## config.mk

```make
export PLATFORM = sky130hd
export DESIGN_NAME = usb_busevt_irq
export DESIGN_NICKNAME = d
export VERILOG_FILES = /design/src/rtl/usbev_pkg.sv /design/src/rtl/usbev_idle_timer.sv /design/src/rtl/usbev_reset_det.sv /design/src/rtl/usbev_bus_fsm.sv /design/src/rtl/usbev_status_reg.sv /design/src/rtl/usb_busevt_irq.sv
export SDC_FILE = /design/constraint.sdc
export NUM_CORES = 1
export LEC_CHECK = 0
export ABC_AREA = 1
export BUFFER_PORTS_ARGS = -buffer_cell sky130_fd_sc_hd__buf_4
export CORE_MARGIN = 2
export CORE_UTILIZATION = 51
export CTS_BUF_LIST = sky130_fd_sc_hd__clkbuf_8
export CTS_CLUSTER_SIZE = 28
export DETAILED_ROUTE_END_ITERATION = 12
export HOLD_SLACK_MARGIN = 0.15
export MAX_ROUTING_LAYER = met4
export PLACE_DENSITY = 0.77
export SLEW_MARGIN = 20
export SYNTH_ARGS = -nofsm -noshare
export SYNTH_HDL_FRONTEND = slang
export SYNTH_SLANG_ARGS = --single-unit
```

## constraint.sdc

```tcl
create_clock -name clk -period 1.55 [get_ports clk]
set_input_delay 0.0775 -clock clk [delete_from_list [all_inputs] [get_ports clk]]
set_output_delay 0.0775 -clock clk [all_outputs]
set_load 0.03 [all_outputs]
```

## src/rtl/usbev_pkg.sv

```systemverilog
package usbev_pkg;

    typedef enum logic [1:0] {
        LS_SE0 = 2'b00,
        LS_J   = 2'b01,
        LS_K   = 2'b10,
        LS_SE1 = 2'b11
    } line_t;

    typedef enum logic {
        BUS_ACTIVE    = 1'b0,
        BUS_SUSPENDED = 1'b1
    } bus_st_t;

    localparam int STAT_W   = 8;
    localparam int BIT_SUSP = 0;
    localparam int BIT_SOF  = 3;
    localparam int BIT_EOR  = 4;
    localparam int BIT_WAKE = 5;
    localparam logic [STAT_W-1:0] FLAG_MASK = 8'b0011_1001;

endpackage

```

## src/rtl/usbev_idle_timer.sv

```systemverilog
module usbev_idle_timer #(
    parameter int IDLE_CYC = 144000
) (
    input  logic clk,
    input  logic rst_n,
    input  logic line_is_j,
    output logic idle_hit
);
    localparam int CW = $clog2(IDLE_CYC + 1);
    localparam logic [CW-1:0] LIM    = CW'(IDLE_CYC);
    localparam logic [CW-1:0] LIM_M1 = CW'(IDLE_CYC - 1);

    logic [CW-1:0] cnt;

    // Saturating count of consecutive J samples; saturation gives one hit per idle period
    always_ff @(posedge clk or negedge rst_n) begin
        if (!rst_n) begin
            cnt <= '0;
        end else if (!line_is_j) begin
            cnt <= '0;
        end else if (cnt != LIM) begin
            cnt <= cnt + 1'b1;
        end
    end

    assign idle_hit = line_is_j && (cnt == LIM_M1);
endmodule

```

## src/rtl/usbev_reset_det.sv

```systemverilog
module usbev_reset_det #(
    parameter int RST_MIN_CYC = 120
) (
    input  logic clk,
    input  logic rst_n,
    input  logic line_is_se0,
    output logic eor_hit
);
    localparam int CW = $clog2(RST_MIN_CYC + 1);
    localparam logic [CW-1:0] LIM = CW'(RST_MIN_CYC);

    logic [CW-1:0] cnt;

    always_ff @(posedge clk or negedge rst_n) begin
        if (!rst_n) begin
            cnt <= '0;
        end else if (!line_is_se0) begin
            cnt <= '0;
        end else if (cnt != LIM) begin
            cnt <= cnt + 1'b1;
        end
    end

    // First non-SE0 sample after a long enough SE0 run
    assign eor_hit = !line_is_se0 && (cnt == LIM);
endmodule

```

## src/rtl/usbev_bus_fsm.sv

```systemverilog
module usbev_bus_fsm
    import usbev_pkg::*;
(
    input  logic clk,
    input  logic rst_n,
    input  logic idle_hit,
    input  logic eor_hit,
    input  logic line_is_j,
    input  logic susp_clr,
    output logic suspended,
    output logic wake_hit
);
    bus_st_t state, state_nx;

    always_comb begin
        state_nx = state;
        unique case (state)
            BUS_ACTIVE: begin
                if (idle_hit && !eor_hit) state_nx = BUS_SUSPENDED;    // idle_timeout
            end
            BUS_SUSPENDED: begin
                if (eor_hit || susp_clr) state_nx = BUS_ACTIVE;        // reset_end / sw_resume
            end
            default: state_nx = BUS_ACTIVE;
        endcase
    end

    always_ff @(posedge clk or negedge rst_n) begin
        if (!rst_n) state <= BUS_ACTIVE;
        else        state <= state_nx;
    end

    always_comb begin
        suspended = 1'b0;
        wake_hit  = 1'b0;
        unique case (state)
            BUS_ACTIVE: ;
            BUS_SUSPENDED: begin
                suspended = 1'b1;
                wake_hit  = !line_is_j;
            end
            default: ;
        endcase
    end
endmodule

```

## src/rtl/usbev_status_reg.sv

```systemverilog
module usbev_status_reg
    import usbev_pkg::*;
(
    input  logic              clk,
    input  logic              rst_n,
    input  logic [STAT_W-1:0] set_vec,
    input  logic              wr_en,
    input  logic [STAT_W-1:0] wr_data,
    output logic [STAT_W-1:0] flags
);
    logic unused_rsvd;
    assign unused_rsvd = ^(set_vec & ~FLAG_MASK) ^ ^(wr_data & ~FLAG_MASK);

    for (genvar i = 0; i < STAT_W; i++) begin : g_bit
        if (FLAG_MASK[i]) begin : g_live
            // A hardware set wins over a software clear in the same cycle
            always_ff @(posedge clk or negedge rst_n) begin
                if (!rst_n) flags[i] <= 1'b0;
                else        flags[i] <= set_vec[i] | (flags[i] & ~(wr_en & ~wr_data[i]));
            end
        end else begin : g_rsvd
            assign flags[i] = 1'b0;
        end
    end
endmodule

```

## src/rtl/usb_busevt_irq.sv

```systemverilog
module usb_busevt_irq
    import usbev_pkg::*;
#(
    parameter int CYC_PER_MS  = 48000,
    parameter int IDLE_MS     = 3,
    parameter int RST_MIN_CYC = 120
) (
    input  logic       clk,
    input  logic       rst_n,
    input  logic [1:0] line_state,
    input  logic       sof_seen,
    input  logic       wr_en,
    input  logic [7:0] wr_data,
    input  logic [7:0] irq_en,
    output logic [7:0] rd_data,
    output logic       bus_suspended,
    output logic       irq
);
    localparam int IDLE_CYC = IDLE_MS * CYC_PER_MS;

    logic line_is_j, line_is_se0;
    logic idle_hit, eor_hit, wake_hit, susp_clr;
    logic [STAT_W-1:0] set_vec, flags;

    assign line_is_j   = (line_state == LS_J);
    assign line_is_se0 = (line_state == LS_SE0);
    assign susp_clr    = wr_en && !wr_data[BIT_SUSP];

    usbev_idle_timer #(.IDLE_CYC(IDLE_CYC)) u_idle (
        .clk(clk), .rst_n(rst_n), .line_is_j(line_is_j), .idle_hit(idle_hit)
    );

    usbev_reset_det #(.RST_MIN_CYC(RST_MIN_CYC)) u_rst (
        .clk(clk), .rst_n(rst_n), .line_is_se0(line_is_se0), .eor_hit(eor_hit)
    );

    usbev_bus_fsm u_fsm (
        .clk(clk), .rst_n(rst_n), .idle_hit(idle_hit), .eor_hit(eor_hit),
        .line_is_j(line_is_j), .susp_clr(susp_clr),
        .suspended(bus_suspended), .wake_hit(wake_hit)
    );

    always_comb begin
        set_vec           = '0;
        set_vec[BIT_SUSP] = idle_hit;
        set_vec[BIT_SOF]  = sof_seen;
        set_vec[BIT_EOR]  = eor_hit;
        set_vec[BIT_WAKE] = wake_hit;
    end

    usbev_status_reg u_stat (
        .clk(clk), .rst_n(rst_n), .set_vec(set_vec),
        .wr_en(wr_en), .wr_data(wr_data), .flags(flags)
    );

    assign rd_data = flags;
    assign irq     = |(flags & irq_en);
endmodule

```

After elaboration in Yosys (flattened, before gate mapping)
Cells that the tools add are included.
Operators by class
  bitwise operators: 22
  $lt $le $gt $ge: 0
  add/subtract/negate cells: 2
  multiply operators: 0
  shifts and indexed selects: 0
  muxes and demuxes: 9
  reduce and logical (&&, ||, !) cells: 11
  div/mod/pow operators: 0
  equality and inequality tests: 7
Operators by type and width (number)
  18-bit 2-to-1 mux: 2
  18-bit by 1-bit adder with 18-bit output (second input constant): 1
  18-bit == test (second input constant): 1
  18-bit != test (second input constant): 1
  7-bit 2-to-1 mux: 2
  1-bit inverter: 9
  1-bit AND: 8
  6-bit by 8-bit AND with 8-bit output: 1
  8-bit OR reduction: 1
  7-bit by 1-bit adder with 7-bit output (second input constant): 1
  7-bit == test (second input constant): 1
  7-bit != test (second input constant): 1
  1-bit logical AND: 4
  1-bit logical NOT: 4
  1-bit 2-to-1 mux: 4
  2-bit != test (second input constant): 2
  1-bit bitwise OR: 4
  2-bit by 1-bit == test with 1-bit output (second input constant): 1
  2-bit logical NOT: 1
  1-bit one-hot mux with 2 select lines: 1
  1-bit logical OR: 1
Word-level totals
  word-level logic and storage cells: 58
  memory bits (writable): 0
  bits in registers: 30
  bits of input ports: 22
  bits in latches: 0
  output and inout bits: 10
  memory bits (read-only): 0
  memories: 0

Logic depth before layout (Yosys ltp)
Gate-level depths: netlist of run 1.
  word-level depth: 7
  mapped depth: 8

Cells and area by module
Synthesis of run 1 repeated with hierarchy kept, for this count alone.
Second synthesis, totals
  cells, all modules: 269
  area total of the unflattened synthesis: 1876.8 µm²
By module, submodules not included
  usbev_idle_timer: cells each 158, instances 1, sequential area each 450.4 µm², area an instance 1126.1 µm²
  usbev_reset_det: cells each 53, instances 1, sequential area each 175.2 µm², area an instance 409.1 µm²
  usbev_status_reg: cells each 29, instances 1, sequential area each 100.1 µm², area an instance 209.0 µm²
  usb_busevt_irq: cells each 21, instances 1, sequential area each 0.0 µm², area an instance 78.8 µm²
  usbev_bus_fsm: cells each 8, instances 1, sequential area each 25.0 µm², area an instance 53.8 µm²

Worst setup path after synthesis of run 1
OpenSTA, ideal clock, no wires.
  kind: register to register
  start: register u_idle.cnt[0]
  end: register u_idle.cnt[8]
  path slack: 300 ps
  arrival: 1128 ps
  period minus slack after synthesis: 1250 ps
  library setup time: 122 ps
  cell stages (with the launch flop): 8
  required time: 1428 ps
  cell sequence: dfrtp_1 ha_1 nand2_2 inv_1 nand2_2 nor2_4 xor2_1 nor2_1
On the way
  word-level cells in the longest chain between the ends: 3
  elaborated cells between the ends (all ways): 5
RTL lines
  from (decl): line usbev_idle_timer.sv:13  | logic [CW-1:0] cnt;
  from (signal assigned): line usbev_idle_timer.sv:22  | cnt <= cnt + 1'b1;
  18-bit by 1-bit adder with 18-bit output: line usbev_idle_timer.sv:22
  18-bit 2-to-1 mux: line usbev_idle_timer.sv:21  | end else if (cnt != LIM) begin
  18-bit 2-to-1 mux: line usbev_idle_timer.sv:19  | end else if (!line_is_j) begin
Parallel ways exist; a longest one is shown, timed or not. The select of a mux whose other input is x is not followed.
A chain may end at the register's enable or synchronous reset.

Worst setup path in the final report of run 1
  start: register u_idle.cnt[0]
  end: register u_idle.cnt[16]
Same word-level chain as after synthesis.

==> summary.txt, run 1 <==
Status
  – Status: finished clean

Job
  – Maxcap violations: 0

Critical path
  – Crit end category: register
  – Crit path DAT: 1.62 ns
  – Worst Path Max Fanout: 6
  – Cell family with most CP delay: flip-flops
  – CP max stage cell: dfrtp_1
  – WP data required: 1.75 ns
  – Bufs and invs on worst path: 1
  – Crit start category: register
  – Highest cell delay on the worst timing path: 0.45 ns
  – Reg2reg setup slack: 0.13 ns
  – Critical Path Most Common Cell: nand2_2
  – Critical-path cell list: ha_1 > nand2_2 > inv_1 > nand2_2 > nor2_4 > nand4_1 > a21oi_1
  – Type of the worst setup path: reg2reg

Synth
  – Syn. warnings: 0
  – Mean post-synth cell area: 7.46 sq um
  – Post-synth EDFFs: 0
  – Top cell type's share of synthesized area: 43.2%
  – Most numerous cell in the Yosys netlist: nand2_1
  – Area of the mapped netlist: 1740 sq um
  – Synth area leader: dfrtp_1
  – Synth top cells by count: nand2_1 (47), nor2_1 (39), inv_1 (31), dfrtp_1 (30), nand3_1 (19)
  – Ys flop type: dfrtp_1
  – Sequential share of the synthesized area: 43.2%
  – Ys async rst share: 100%
  – Area contributors post-synth: dfrtp_1 (43%), nand2_1 (10%), nor2_1 (8.4%)
  – Post-Synthesis Cells: 233
  – Register bit total from synthesis: 30
  – Yosys cell types: 24

STA
  – Final Critical Period: 1.42 ns
  – Final Hold Viols: 0
  – F_max: 703 MHz
  – Setup-failing EPs final: 0
  – RSZ-0062 raised after global routing: false
  – Setup TNS: 0 ns
  – Max Slew Vio Count: 0
  – Period utilization: 91.8%
  – Clk_skew: 0.00225 ns

GRT
  – M3 GR Usage: 5.77%
  – Met1 Usage GRT: 24.6%
  – Met2 GRT Util: 33.8%
  – Initial antenna violation count: 0
  – Largest net degree at the start of global routing: 31
  – First-pass GRT wire length: 6140 um
  – GR Overflow Total: 0
  – Vias in the first global route: 1452
  – All-Layer GR Usage: 20.8%
  – GRT Max-Usage Layer: met2

Cells and area
  – Area Growth Syn to Fin: 19.3%
  – Nets: 291
  – Share of cells above drive strength 1: 14.7%
  – Diodes inserted: 0
  – Final Util: 62.7%
  – Fillers: 309

CTS
  – Root Buffer: clkbuf_8
  – # Post-CTS Setup Buffers: 0
  – H-tree levels: 2
  – Clk slew on worst S/H paths: 0.06 ns
  – Clock buffer count from CTS: 5
  – CTS max path bufs: 2
  – Clock sink count: 30
  – CTS tree: built
  – Later-pin clock latency in the skew report: 0.28 ns

Place
  – IO Port Bufs: 19
  – Post-DP HPWL: 2510 um
  – Gpl congestion: 0.870

Die
  – Initial core utilization: 52.5%
  – Die footprint: 3890 sq um
  – Die Y: 62.4 um
  – Boundary Pins: 32
  – # rows: 21
  – Die width: 62.4 um
  – Core region area: 3310 sq um

Power and ir drop
  – Pleak: 0.991 nW
  – Total power: 1.57 mW
  – P per Cell Area: 757 nW/um^2
  – Peak VDD IR: 0.000540 V

Routing
  – Pre-antenna DRT Iters: 4
  – Routed len/inst: 11.2 um
  – Vias: 1530
  – Avg Vias per Cell: 4.92
  – Initial DRC count: 89
  – Drc violations: 0
  – Final ANT Viol Nets: 0
  – Total wire length: 3490 um

Min path
  – Worst hold-check path type: in2reg
[where the power goes]
group / switching [mW] / internal, mW
logic: 0.120 / 0.0790
registers: 0.0166 / 0.803
clock network: 0.257 / 0.294
[cells in the final DEF (no fill, tap or decap), types with 5 or more instances in the layout]
cell / n
nor2_1: 39
dlygate4sd3_1: 8
nor2_2: 5
buf_4: 20
nand3_1: 19
inv_1: 33
clkbuf_8: 5
nand2_1: 47
o21ai_0: 11
dfrtp_1: 30
nand2_2: 5
nand4_1: 6
a21oi_1: 9
xor2_1: 6
[area by class of cell]
type / instances / area (sq um) / share of cell area, %
inverters: 32 / 120 / 5.79
well taps: 46 / 57.6 / 2.77
repair buffers: 28 / 230 / 11.1
multi-input cells: 168 / 840 / 40.5
clock buffers: 5 / 68.8 / 3.32
flip-flops and latches: 30 / 751 / 36.2
clock inverters: 2 / 7.51 / 0.362
[per-stage QoR]
stage | setup slack, ns | hold slack (ns) | std cells | instance area, sq um
global route | 0.00356 | 0.222 | 311 | 2070
finish | 0.127 | 0.180 | 311 | 2070
CTS | 0.148 | 0.157 | 311 | 2070
global placement | 0.187 | 0.0294 | 296 | 1920
floorplan | 0.300 | -0.218 | 236 | 1750
detailed placement | 0.159 | 0.0232 | 296 | 1920
[worst reg2reg max path: stages (launching register included)]
cell	delay [ns]
dfrtp_1	0.45
ha_1	0.22
nand2_2	0.09
inv_1	0.10
nand2_2	0.10
nor2_4	0.15
nand4_1	0.08
a21oi_1	0.16
[worst paths after layout]
| check | from | end | cells past startpoint |
|---|---|---|---|
| max in group asynchronous | rst_n | u_idle.cnt[13]$_DFFE_PN0P_ | 2 |
| worst max-delay path | u_idle.cnt[0]$_DFFE_PN0P_ | u_idle.cnt[16]$_DFFE_PN0P_ | 7 |
| worst max register to register | u_idle.cnt[0]$_DFFE_PN0P_ | u_idle.cnt[16]$_DFFE_PN0P_ | 7 |
| worst min-delay path | wr_en | u_stat.flags[0]$_DFF_PN0_ | 4 |
| worst min register to register | u_rst.cnt[4]$_DFFE_PN0P_ | u_rst.cnt[4]$_DFFE_PN0P_ | 1 |
| min in group asynchronous | rst_n | u_rst.cnt[3]$_DFFE_PN0P_ | 2 |
[cells by family after synthesis]
logic type | after synthesis | synth area share, %
flip-flops | 30 | 43.2
adder cells (fa/ha/maj) | 4 | 2.88
AO/OA/AOI/OAI | 22 | 6.55
XOR/XNOR | 7 | 3.53
AND/OR/NAND/NOR | 131 | 34.5
buffers and inverters | 38 | 9.21
other | 1 | 0.216
[timing repair]
action,CTS,global route
gates resized for setup,0,0
endpoints found under the hold margin,37,0
hold buffers,8,0
[metal layers]
| metal | routed length (um) | vias up | share of wire, % |
|---|---|---|---|
| met4 | 62 | 0 | 1.8 |
| met2 | 1690 | 27 | 48 |
| li1 | - | 790 | - |
| met1 | 1620 | 707 | 46 |
| met5 | 0 | - | 0 |
| met3 | 116 | 6 | 3.3 |
[state kept, by name, indices dropped and copies added, names as in the netlist]
| register | flops |
|---|---|
| u_fsm.state | 1 |
| u_rst.cnt | 7 |
| u_idle.cnt | 18 |
| u_stat.flags | 4 |
No activity file was read; power rests on OpenSTA's default activity.
==> run 2: changes to the inputs <==
--- a/config.mk
+++ b/config.mk
@@ -15,6 +15,7 @@
 export HOLD_SLACK_MARGIN = 0.15
 export MAX_ROUTING_LAYER = met4
 export PLACE_DENSITY = 0.77
+export RECOVER_POWER = 25
 export SLEW_MARGIN = 20
 export SYNTH_ARGS = -nofsm -noshare
 export SYNTH_HDL_FRONTEND = slang
==> summary.txt, run 2 (synthesis results as in run 1) <==
Critical path
  – Crit start category: register (unchanged)
  – Reg2reg setup slack: 0.13 ns (about the same)
  – Worst Path Max Fanout: 6 (unchanged)
  – CP Capture Point: u_idle.cnt[16]$_DFFE_PN0P_ (unchanged)
  – Type of the worst setup path: reg2reg (unchanged)
  – Worst r2r path cells: 7 (unchanged)
  – Critical Path Start: u_idle.cnt[0]$_DFFE_PN0P_ (unchanged)
  – R2R Path Start: u_idle.cnt[0]$_DFFE_PN0P_ (unchanged)
  – R2R Path End: u_idle.cnt[16]$_DFFE_PN0P_ (unchanged)
  – Crit end category: register (unchanged)
  – WP data required: 1.75 ns (about the same)
  – Crit path DAT: 1.62 ns (about the same)

GRT
  – GR Overflow Total: 0 (unchanged)
  – Largest net degree at the start of global routing: 31 (unchanged)
  – Vias in the first global route: 1452 (unchanged)
  – First-pass GRT wire length: 6140 um (unchanged)
  – Initial antenna violation count: 0 (unchanged)
  – All-Layer GR Usage: 20.8% (unchanged)

Die
  – Die footprint: 3890 sq um (unchanged)
  – Die Y: 62.4 um (unchanged)
  – # rows: 21 (unchanged)
  – Boundary Pins: 32 (unchanged)
  – Initial core utilization: 52.5% (unchanged)
  – Core region area: 3310 sq um (unchanged)
  – Die width: 62.4 um (unchanged)

Job
  – Maxcap violations: 0 (unchanged)

Power and ir drop
  – Clock power frac: 35.2% (was 35.1%)
  – Int Pwr: 1.18 mW (about the same)
  – P per Cell Area: 757 nW/um^2 (about the same)
  – Comb pwr share: 12.6% (was 12.7%)
  – Pleak: 0.990 nW (was 0.991 nW)
  – Peak VDD IR: 0.000540 V (about the same)
  – Net Sw Frac: 25.1% (about the same)
  – Flop pwr share: 52.2% (about the same)
  – Switching power: 0.393 mW (about the same)

CTS
  – H-tree levels: 2 (unchanged)
  – CTS tree: built (unchanged)
  – Root Buffer: clkbuf_8 (unchanged)
  – Clk slew on worst S/H paths: 0.06 ns (about the same)
  – CTS max path bufs: 2 (unchanged)
  – Clock sink count: 30 (unchanged)
  – Later-pin clock latency in the skew report: 0.28 ns (about the same)
  – Clock buffer count from CTS: 5 (unchanged)

STA
  – Slew @ Worst Pin: 0.730 ns
  – Setup TNS: 0 ns (unchanged)
  – Max Slew Vio Count: 0 (unchanged)
  – Final Hold Viols: 0 (unchanged)
  – Clk_skew: 0.00225 ns (unchanged)
  – Period utilization: 91.8% (unchanged)
  – RSZ-0062 raised after global routing: false (unchanged)
  – Final Critical Period: 1.42 ns (unchanged)
  – F_max: 703 MHz (unchanged)
  – Relative max-transition margin: 51.4%
  – Setup-failing EPs final: 0 (unchanged)

Place
  – Gpl congestion: 0.870 (unchanged)
  – Placed cells: 296 (unchanged)
  – Post-DP HPWL: 2510 um (unchanged)
  – IO Port Bufs: 19 (unchanged)

Routing
  – Initial DRC count: 89 (unchanged)
  – Total wire length: 3490 um (about the same)
  – Routed len/inst: 11.2 um (about the same)
  – Final ANT Viol Nets: 0 (unchanged)
  – Avg Vias per Cell: 4.92 (unchanged)
  – Drc violations: 0 (unchanged)
  – Vias: 1530 (unchanged)
  – Pre-antenna DRT Iters: 4 (unchanged)

Cells and area
  – Top flop regs: u_idle.cnt (18), u_rst.cnt (7), u_stat.flags (4) (unchanged)
  – Area Growth Syn to Fin: 19.1% (was 19.3%)
  – Commonest non-fill, non-tap cell in the layout: nand2_1 (unchanged)
  – Most frequent cells in the layout: nand2_1 (47), nor2_1 (39), inv_1 (33) (unchanged)
  – Final Util: 62.6% (was 62.7%)
  – Post-route insts no fill: 311 (unchanged)
  – Share of cells above drive strength 1: 14.7% (unchanged)
  – Nets: 291 (unchanged)
  – Largest Register: u_idle.cnt (unchanged)
  – Max FFs per register: 18 (unchanged)
  – Diodes inserted: 0 (unchanged)

Min path
  – Worst hold-check path type: in2reg (unchanged)

Status
  – Status: finished clean (unchanged)
-- run 2: cell count changes in the layout (fill, tap and decap cells not counted) --
cell      delta
buf_4        -1
clkbuf_2     +1
-- run 2: stage by stage --
| stage | power [mW] | worst slack, ns | instance area [sq um] | hold WS [ns] |
|---|---|---|---|---|
| 2_1_floorplan | 0.937 | 0.300 | 1750 | -0.218 |
| 3_3_place_gp | 1.01 | 0.187 | 1920 | 0.0294 |
| 3_5_place_dp | 1.02 | 0.159 | 1920 | 0.0232 |
| 4_1_cts | 1.59 | 0.148 | 2070 | 0.157 |
| 5_1_grt | 1.65 | 0.00356 | 2070 | 0.222 |
| 6_report | 1.57 | 0.127 | 2070 | 0.180 |
-- run 2: area by class of cell --
cell class	count	area, sq um
Tap cell	46	57.6
Inverter	32	120
Timing Repair Buffer	28	228
Clock buffer	5	68.8
Fill cell	310	1240
Multi-Input combinational cell	168	840
Sequential cell	30	751
Clock inverter	2	7.51
-- run 2: routing by layer --
metal	global-route usage (%)	part of all wire [%]	up-vias
li1	-	-	790
met4	8.33	1.8	0
met2	33.8	48	27
met5	-	0	-
met1	24.6	46	707
met3	5.77	3.3	6
-- run 2: worst min-delay path by stage --
stage / start / endpoint / slack, ns / cells after the start
floorplan: rst_n / u_fsm.state$_DFF_PN0_ / -0.22 / 0
global placement: rst_n / u_rst.cnt[3]$_DFFE_PN0P_ / 0.03 / 1
detailed placement: rst_n / u_rst.cnt[3]$_DFFE_PN0P_ / 0.02 / 1
CTS: wr_en / u_stat.flags[0]$_DFF_PN0_ / 0.16 / 4
global route: wr_en / u_stat.flags[0]$_DFF_PN0_ / 0.22 / 4
finish: wr_en / u_stat.flags[0]$_DFF_PN0_ / 0.18 / 4
-- run 2: what timing repair did --
| action | in CTS | in global routing |
|---|---|---|
| gates resized for setup | 0 | 0 |
| hold buffers | 8 | 0 |
| endpoints found under the hold margin | 37 | 0 |
| setup buffers | 0 | 0 |
-- run 2: power by group through the flow --
stage	logic [mW]	clock network [mW]	registers, mW
after CTS	0.200	0.574	0.819
after global routing	0.217	0.607	0.822
after floorplan	0.0774	0	0.860
after global placement	0.180	0	0.833
after detailed placement	0.182	0	0.834
final	0.198	0.552	0.820
-- run 2: worst max-delay path, stage by stage (launching register included) --
cell,delay [ns]
dfrtp_1,0.45
ha_1,0.22
nand2_2,0.09
inv_1,0.10
nand2_2,0.10
nor2_4,0.15
nand4_1,0.08
a21oi_1,0.16
==> run 3: changes to the inputs <==
--- a/config.mk
+++ b/config.mk
@@ -7,6 +7,7 @@
 export LEC_CHECK = 0
 export ABC_AREA = 1
 export BUFFER_PORTS_ARGS = -buffer_cell sky130_fd_sc_hd__buf_4
+export CORE_ASPECT_RATIO = 1.4
 export CORE_MARGIN = 2
 export CORE_UTILIZATION = 51
 export CTS_BUF_LIST = sky130_fd_sc_hd__clkbuf_8
==> summary.txt, run 3 (synthesis results as in run 1) <==
Status
  – Status: finished clean (unchanged)

Cells and area
  – Top flop regs: u_idle.cnt (18), u_rst.cnt (7), u_stat.flags (4) (unchanged)
  – Design area: 2090 sq um (was 2070 sq um)
  – Fillers: 324 (was 310)
  – Share of cells above drive strength 1: 15.7% (was 14.7%)
  – Most frequent cells in the layout: nand2_1 (47), nor2_1 (39), inv_1 (32) (was nand2_1 (47), nor2_1 (39), inv_1 (33))
  – Largest Register: u_idle.cnt (unchanged)
  – Commonest non-fill, non-tap cell in the layout: nand2_1 (unchanged)
  – Nets: 292 (was 291)
  – Register area: 751 sq um (unchanged)
  – Max FFs per register: 18 (unchanged)
  – Multi-input gate area: 840 sq um (unchanged)
  – Area Growth Syn to Fin: 20.0% (was 19.1%)
  – Diodes inserted: 0 (unchanged)

Die
  – Initial core utilization: 52.5% (about the same)
  – Die width: 53.4 um (was 62.4 um)
  – Die footprint: 3900 sq um (was 3890 sq um)
  – Die Y: 73.1 um (was 62.4 um)
  – Boundary Pins: 32 (unchanged)
  – Core region area: 3320 sq um (was 3310 sq um)
  – # rows: 25 (was 21)

Power and ir drop
  – Comb pwr share: 12.0% (was 12.6%)
  – Net Sw Frac: 25.5% (was 25.1%)
  – Peak VDD IR: 0.000895 V (was 0.000540 V)
  – Int Pwr: 1.23 mW (was 1.18 mW)
  – P per Cell Area: 793 nW/um^2 (was 757 nW/um^2)
  – Pleak: 1.00 nW (was 0.990 nW)
  – Flop pwr share: 49.6% (was 52.2%)
  – Clock power frac: 38.5% (was 35.2%)
  – Switching power: 0.422 mW (was 0.393 mW)

Critical path
  – Type of the worst setup path: reg2reg (unchanged)
  – Crit start category: register (unchanged)
  – Crit end category: register (unchanged)
  – Worst Path Max Fanout: 6 (unchanged)
  – WP data required: 1.76 ns (was 1.75 ns)
  – Crit path DAT: 1.61 ns (was 1.62 ns)

Place
  – Placed Area: 1920 sq um (unchanged)
  – Placement Setup Slack: 0.158 ns (was 0.159 ns)
  – Post-DP HPWL: 2710 um (was 2510 um)
  – Gpl congestion: 0.903 (was 0.870)
  – IO Port Bufs: 19 (unchanged)

STA
  – Final Critical Period: 1.40 ns (was 1.42 ns)
  – RSZ-0062 raised after global routing: false (unchanged)
  – Period utilization: 90.1% (was 91.8%)
  – Fin worst setup slack: 0.154 ns (was 0.127 ns)
  – Relative max-transition margin: 50.8% (was 51.4%)
  – Setup-failing EPs final: 0 (unchanged)
  – Max Slew Vio Count: 0 (unchanged)
  – Slew @ Worst Pin: 0.738 ns (was 0.730 ns)
  – F_max: 716 MHz (was 703 MHz)
  – Clk_skew: 0.00157 ns (was 0.00225 ns)
  – Final Hold Viols: 0 (unchanged)
  – Setup TNS: 0 ns (unchanged)

CTS
  – Clk slew on worst S/H paths: 0.06 ns (about the same)
  – CTS max path bufs: 2 (unchanged)
  – Root Buffer: clkbuf_8 (unchanged)
  – CTS resizes: 0 (unchanged)
  – CTS tree: built (unchanged)
  – Clock buffer count from CTS: 5 (unchanged)
  – H-tree levels: 2 (unchanged)
  – Later-pin clock latency in the skew report: 0.28 ns (about the same)
  – Clock sink count: 30 (unchanged)

Routing
  – Routed len/inst: 12.1 um (was 11.2 um)
  – Total wire length: 3720 um (was 3490 um)
  – Avg Vias per Cell: 5.02 (was 4.92)
  – Pre-antenna DRT Iters: 4 (unchanged)
  – Vias: 1541 (was 1530)
  – Initial DRC count: 52 (was 89)
  – Drc violations: 0 (unchanged)
  – Final ANT Viol Nets: 0 (unchanged)

GRT
  – Vias in the first global route: 1563 (was 1452)
  – Initial antenna violation count: 0 (unchanged)
  – All-Layer GR Usage: 24.0% (was 20.8%)
  – GR Overflow Total: 0 (unchanged)
  – First-pass GRT wire length: 6540 um (was 6140 um)
  – Largest net degree at the start of global routing: 31 (unchanged)

Min path
  – Worst hold-check path type: in2reg (unchanged)

Job
  – Maxcap violations: 0 (unchanged)
==> run 3: per-stage QoR <==
stage / total power, mW / cells / util [%] / hold WS, ns
2_1_floorplan: 0.937 / 236 / - / -0.218
3_3_place_gp: 1.01 / 291 / 57.8 / 0.0254
3_5_place_dp: 1.02 / 291 / 57.8 / 0.0278
4_1_cts: 1.68 / 307 / 63.0 / 0.157
5_1_grt: 1.74 / 307 / 62.9 / 0.199
6_report: 1.65 / 307 / 62.9 / 0.164
==> run 3: path summary, 6_finish.rpt <==
check / from / to / slack (ns) / depth (start not counted)
max in group asynchronous: rst_n / u_idle.cnt[5]$_DFFE_PN0P_ / 0.69 / 2
hold / removal: wr_en / u_stat.flags[0]$_DFF_PN0_ / 0.16 / 4
min in group asynchronous: rst_n / u_idle.cnt[16]$_DFFE_PN0P_ / 0.38 / 2
hold reg to reg: u_rst.cnt[4]$_DFFE_PN0P_ / u_rst.cnt[4]$_DFFE_PN0P_ / 0.49 / 1
setup reg to reg: u_idle.cnt[0]$_DFFE_PN0P_ / u_idle.cnt[16]$_DFFE_PN0P_ / 0.15 / 7
setup / recovery: u_idle.cnt[0]$_DFFE_PN0P_ / u_idle.cnt[16]$_DFFE_PN0P_ / 0.15 / 7
==> run 3: repair_timing <==
item	CTS	global route
buffers inserted	0	0
hold buffers	8	0
hold endpoints to repair	38	0
==> run 3: worst max-delay path, cell delays in order (launching register included) <==
cell and delay, ns:
dfrtp_1 0.45, ha_1 0.21, nand2_2 0.08, inv_1 0.09
nand2_2 0.10, nor2_4 0.15, nand4_1 0.09, a21oi_1 0.16
==> run 3: power by group through the flow <==
| stage | Combinational [mW] | Clock (mW) | Sequential, mW |
|---|---|---|---|
| finish | 0.198 | 0.636 | 0.820 |
| global route | 0.219 | 0.692 | 0.825 |
| CTS | 0.200 | 0.655 | 0.821 |
| detailed placement | 0.183 | 0 | 0.835 |
| global placement | 0.180 | 0 | 0.834 |
| floorplan | 0.0774 | 0 | 0.860 |
==> run 3: metal layers <==
metal	vias to the layer above	share of wire (%)	GRT usage [%]
met5	-	0	-
met4	0	2.4	11.4
met3	9	3.0	6.15
met2	21	56	42.5
met1	718	39	23.5
li1	793	-	-
==> run 3: cell type report <==
cell class                 instances  share of cell area, %
sequential                        30                   36.0
clock buffer                       6                   3.96
timing repair buffer              29                   11.3
tap                               40                   2.40
clock inverter                     2                  0.420
inverter                          32                   5.76
multi-input combinational        168                   40.2
